[config.mk]
export PLATFORM = sky130hd
export DESIGN_NAME = fp_pair_check
export DESIGN_NICKNAME = d
export VERILOG_FILES = /design/src/rtl/fp_pair_pkg.sv /design/src/rtl/fp_cls_decode.sv /design/src/rtl/fp_pair_rule.sv /design/src/rtl/fp_pair_check.sv
export SDC_FILE = /design/constraint.sdc
export NUM_CORES = 1
export LEC_CHECK = 0
export BUFFER_PORTS_ARGS = -buffer_cell sky130_fd_sc_hd__buf_2
export CORE_AREA = 2 2 39 41
export CTS_CLUSTER_DIAMETER = 100
export CTS_CLUSTER_SIZE = 30
export DETAILED_ROUTE_END_ITERATION = 7
export DIE_AREA = 0 0 41 43
export GPL_TIMING_DRIVEN = 0
export SLEW_MARGIN = 10
export SYNTH_ARGS = -nofsm -noshare
export SYNTH_HDL_FRONTEND = slang
export SYNTH_SLANG_ARGS = --single-unit
export TNS_END_PERCENT = 50
[constraint.sdc]
create_clock -name clk -period 0.89 [get_ports clk]
set_clock_uncertainty 0.2 [all_clocks]
set_input_delay 0.267 -clock clk [delete_from_list [all_inputs] [get_ports clk]]
set_output_delay 0.267 -clock clk [all_outputs]
set_load 0.01 [all_outputs]
[src/rtl/fp_pair_pkg.sv]
package fp_pair_pkg;
    localparam int CLS_W = 4;
    localparam int CYC_W = 2;

    localparam logic [CLS_W-1:0] CLS_NONFP   = 4'd0;
    localparam logic [CLS_W-1:0] CLS_LOAD    = 4'd1;
    localparam logic [CLS_W-1:0] CLS_ADD     = 4'd2;
    localparam logic [CLS_W-1:0] CLS_SUB     = 4'd3;
    localparam logic [CLS_W-1:0] CLS_MUL     = 4'd4;
    localparam logic [CLS_W-1:0] CLS_DIV     = 4'd5;
    localparam logic [CLS_W-1:0] CLS_CMP     = 4'd6;
    localparam logic [CLS_W-1:0] CLS_NEG     = 4'd7;
    localparam logic [CLS_W-1:0] CLS_ABS     = 4'd8;
    localparam logic [CLS_W-1:0] CLS_XCHG    = 4'd9;
    localparam logic [CLS_W-1:0] CLS_STORE   = 4'd10;
    localparam logic [CLS_W-1:0] CLS_CMPPOP2 = 4'd11;
    localparam logic [CLS_W-1:0] CLS_FPOTHER = 4'd12;

    typedef struct packed {
        logic             grp_vld;
        logic             pair_en;
        logic             penalty;
        logic [CYC_W-1:0] cycles;
    } pair_verdict_t;

    typedef struct packed {
        logic is_fp;
        logic u_ok;
        logic is_xchg;
    } cls_attr_t;
endpackage

[src/rtl/fp_cls_decode.sv]
module fp_cls_decode
    import fp_pair_pkg::*;
#(
    parameter int W = CLS_W
) (
    input  logic [W-1:0] cls,
    input  logic         vld,
    output cls_attr_t    attr
);
    always_comb begin
        attr = '0;
        if (vld) begin
            attr.is_fp   = (cls >= CLS_LOAD) && (cls <= CLS_FPOTHER);
            attr.is_xchg = (cls == CLS_XCHG);
            unique case (cls)
                CLS_LOAD, CLS_ADD, CLS_SUB, CLS_MUL, CLS_DIV,
                CLS_CMP, CLS_NEG, CLS_ABS, CLS_CMPPOP2: attr.u_ok = 1'b1;
                default:                                attr.u_ok = 1'b0;
            endcase
        end
    end
endmodule

[src/rtl/fp_pair_rule.sv]
module fp_pair_rule
    import fp_pair_pkg::*;
(
    input  logic          s0_vld,
    input  cls_attr_t     s0,
    input  cls_attr_t     s1,
    input  cls_attr_t     nx,
    output pair_verdict_t verdict
);
    logic can_pair;
    logic slow;

    always_comb begin
        can_pair = s0.u_ok && s1.is_xchg;
        slow     = can_pair && !nx.is_fp;
        verdict  = '0;
        if (s0_vld) begin
            verdict.grp_vld = 1'b1;
            verdict.pair_en = can_pair;
            verdict.penalty = slow;
            verdict.cycles  = slow ? CYC_W'(2) : CYC_W'(1);
        end
    end
endmodule

[src/rtl/fp_pair_check.sv]
module fp_pair_check
    import fp_pair_pkg::*;
(
    input  logic             clk,
    input  logic             rst_n,
    input  logic [CLS_W-1:0] slot0_cls,
    input  logic             slot0_vld,
    input  logic [CLS_W-1:0] slot1_cls,
    input  logic             slot1_vld,
    input  logic [CLS_W-1:0] next_cls,
    input  logic             next_vld,
    output logic             grp_vld,
    output logic             pair_en,
    output logic             pair_penalty,
    output logic [CYC_W-1:0] issue_cycles
);
    localparam int NSLOT = 3;

    logic [NSLOT-1:0][CLS_W-1:0] cls_in;
    logic [NSLOT-1:0]            vld_in;
    cls_attr_t [NSLOT-1:0]       attr;
    pair_verdict_t               verdict_d, verdict_q;

    assign cls_in = {next_cls, slot1_cls, slot0_cls};
    assign vld_in = {next_vld, slot1_vld, slot0_vld};

    for (genvar g = 0; g < NSLOT; g++) begin : g_dec
        fp_cls_decode #(.W(CLS_W)) u_dec (
            .cls  (cls_in[g]),
            .vld  (vld_in[g]),
            .attr (attr[g])
        );
    end

    fp_pair_rule u_rule (
        .s0_vld  (slot0_vld),
        .s0      (attr[0]),
        .s1      (attr[1]),
        .nx      (attr[2]),
        .verdict (verdict_d)
    );

    always_ff @(posedge clk or negedge rst_n) begin
        if (!rst_n) verdict_q <= '0;
        else        verdict_q <= verdict_d;
    end

    assign grp_vld      = verdict_q.grp_vld;
    assign pair_en      = verdict_q.pair_en;
    assign pair_penalty = verdict_q.penalty;
    assign issue_cycles = verdict_q.cycles;
endmodule

==> metrics.yaml <==
sta:
  hold_ws_ns: -0.0256
  drv_slew: 0
  final-setup-viol-count: 8
  period_share_pct: 145
  fin_ws_ns: -0.402
  final.min_clock_period_ns: 1.29
  rsz0062_at_grt: "yes"
  maxSlewHeadroom_pct: 83.6
  worst_pin_slew_ns: 0.245
  fmax_mhz: 774
  finalHoldViolations: 1
synth:
  synth_nets: 36
  yosys.area_share.simple_pct: 27.6
  ys_ff_latch: 4
  synth_top_family_by_area: "simple AND/OR/NAND/NOR gates"
  synth_compound_area_share_pct: 9.82
  syn_avg_cell_area_sq_um: 11.3
  post_synth_fa_ha_maj_area_fraction_pct: 6.13
  ys_warn_count: 0
  synth_area_sq_um: 204
  synth-xor-area-share_pct: 0
  synth_cells: 18
  muxShareOfSynthArea_pct: 0
  synth.distinct_cells: 14
  ys_seq_area_share_pct: 49.1
power_and_ir_drop:
  peakVddDrop_v: 0.000275
  power_leakage_nw: 0.233
  p_per_area_nw_per_um2: 1090
layout:
  area_growth_syn_to_layout_pct: 134
  drive_gt1_share_pct: 75.0
  final_cell_mix: "buf_2, buf_6, dfrtp_1, clkbuf_4, buf_8"
  nFillCells: 147
  fin_area_sq_um: 477
  num_antenna_cells: 0
  final_common_cell: "buf_2"
  fin_nets: 64
clocking:
  numCtsBuffers: 3
  htree_levels: 1
  tritoncts: "yes"
  cts_hold_buffers: 1
  cts.sinks: 4
  cts.path.max_buffers: 2
  clk_pin_slew_ns: 0.03
  clockRootBuffer: "clkbuf_4"
worst_setup_path:
  worstPathMaxFanout: 2
  start_kind: "register"
  cpMaxStageDelayCell: "dfrtp_1"
  path_class: "reg -> out"
  endpoint_kind: "primary output"
  slowest_delay_ns: 0.37
  timing.critical_path.mode_cell: "buf_6"
  worstPathArrival_ns: 0.82
  required_ns: 0.42
  startpoint: "issue_cycles[1]"
  path_cells: "buf_6 -> buf_6"
worst_hold_path:
  hp-class: "in -> reg"
  holdCritStartpoint: "slot0_vld"
detailed_routing:
  antenna_left: 0
  via_count: 240
  drt_iter0_drc: 0
  drt_wl_total_microns: 544
  drc: 0
  vias_per_cell: 4.00
  dr.pass1.iters: 1
  wire_per_inst_microns: 9.07
floorplan:
  design.core.area_sq_um: 1380
  ios: 22
  dieArea_sq_um: 1760
  die_w_microns: 41
  initial_core_util_pct: 14.7
  dieHeight_microns: 43
  rows: 14
global_route:
  antenna_found_initial: 0
  grt_max_degree: 5
  grt_usage_pct: 6.33
  grt_pass1_wl_microns: 724
  overflow: 0
  grt_pass1_vias: 225
outcome:
  violations: "hold timing, setup timing"
  status: "complete, but fails checks"
placement:
  gp_congestion: 0.503
  io_buffer_count: 21
  placed_area_sq_um: 379
flow_run:
  drv_cap: 0
==> metal layers <==
| layer | track usage (%) | wire, microns | vias up |
|---|---|---|---|
| met3 | 1.57 | 67 | 0 |
| met2 | 11.9 | 314 | 16 |
| met1 | 4.18 | 162 | 107 |
| met5 | 0 | 0 | - |
| li1 | - | - | 117 |
| met4 | 6.00 | 0 | 0 |
==> path summary, 6_finish.rpt <==
| kind | to | slack (ns) | cells after the start |
|---|---|---|---|
| max | issue_cycles[1] | -0.40 | 2 |
| min in group asynchronous | issue_cycles[0] | 0.19 | 2 |
| max in group asynchronous | issue_cycles[1] | 0.19 | 2 |
| min | grp_vld | -0.03 | 1 |
==> stage by stage <==
step | worst slack [ns] | std cells | setup TNS (ns) | power, mW | util, %
after floorplan | -0.357 | 18 | -1.07 | 0.228 | -
after global placement | -0.612 | 55 | -2.07 | 0.284 | 27.4
after CTS | -0.413 | 59 | -2.31 | 0.530 | 32.5
final | -0.402 | 60 | -2.34 | 0.522 | 34.4
after detailed placement | -0.605 | 55 | -2.08 | 0.286 | 27.4
after global routing | -0.434 | 60 | -2.63 | 0.548 | 34.4
==> logic make-up after synthesis <==
logic type      after synthesis
simple gates                  7
compound gates                3
buf+inv                       3
flops                         4
fa+ha+maj                     1
==> synthesized netlist by cell type <==
| cell | n | share of area (%) |
|---|---|---|
| dfrtp_1 | 4 | 49 |
| inv_1 | 2 | 3.7 |
| a21boi_0 | 1 | 3.7 |
| and2_1 | 1 | 3.1 |
| buf_4 | 1 | 3.7 |
| ha_1 | 1 | 6.1 |
| nand2_1 | 1 | 1.8 |
| nand3_1 | 1 | 2.5 |
| nand4bb_1 | 1 | 5.5 |
| nor3b_1 | 1 | 3.7 |
| nor4b_2 | 1 | 7.4 |
| o211ai_1 | 1 | 3.7 |
| o21ai_0 | 1 | 2.5 |
| or4_1 | 1 | 3.7 |
==> power breakdown <==
group	leakage [nW]	internal, mW	total (mW)	switching [mW]
logic	0.168	0.0716	0.118	0.0466
registers	0.0512	0.188	0.191	0.00224
clock network	0.0138	0.150	0.213	0.0630
==> repair_timing <==
item	4_1_cts	5_1_grt
endpoints found under the hold margin	5	1
gates resized for setup	10	3
setup buffers	0	1
endpoints found under the setup margin	8	8
pin swaps	5	0
==> registers in the layout, summed over array words and instances (netlist names) <==
signal	cells
issue_cycles	2
pair_en	1
grp_vld	1
==> cell type report <==
type                            instances  area [sq um]  share of cell area, %
Timing Repair Buffer                   23           168                   35.2
Multi-Input combinational cell         11           130                   27.3
Sequential cell                         4           100                   21.0
Inverter                                2          25.0                   5.25
Clock buffer                            3          22.5                   4.72
Tap cell                               16          20.0                   4.20
Buffer                                  1          11.3                   2.36
==> worst max-delay path: cells and delay by family, from the launching register on <==
| kind | cells | cell delay [ns] |
|---|---|---|
| DFF | 1 | 0.37 |
| buffers and inverters | 2 | 0.23 |
(Power assumes the default switching activity.)
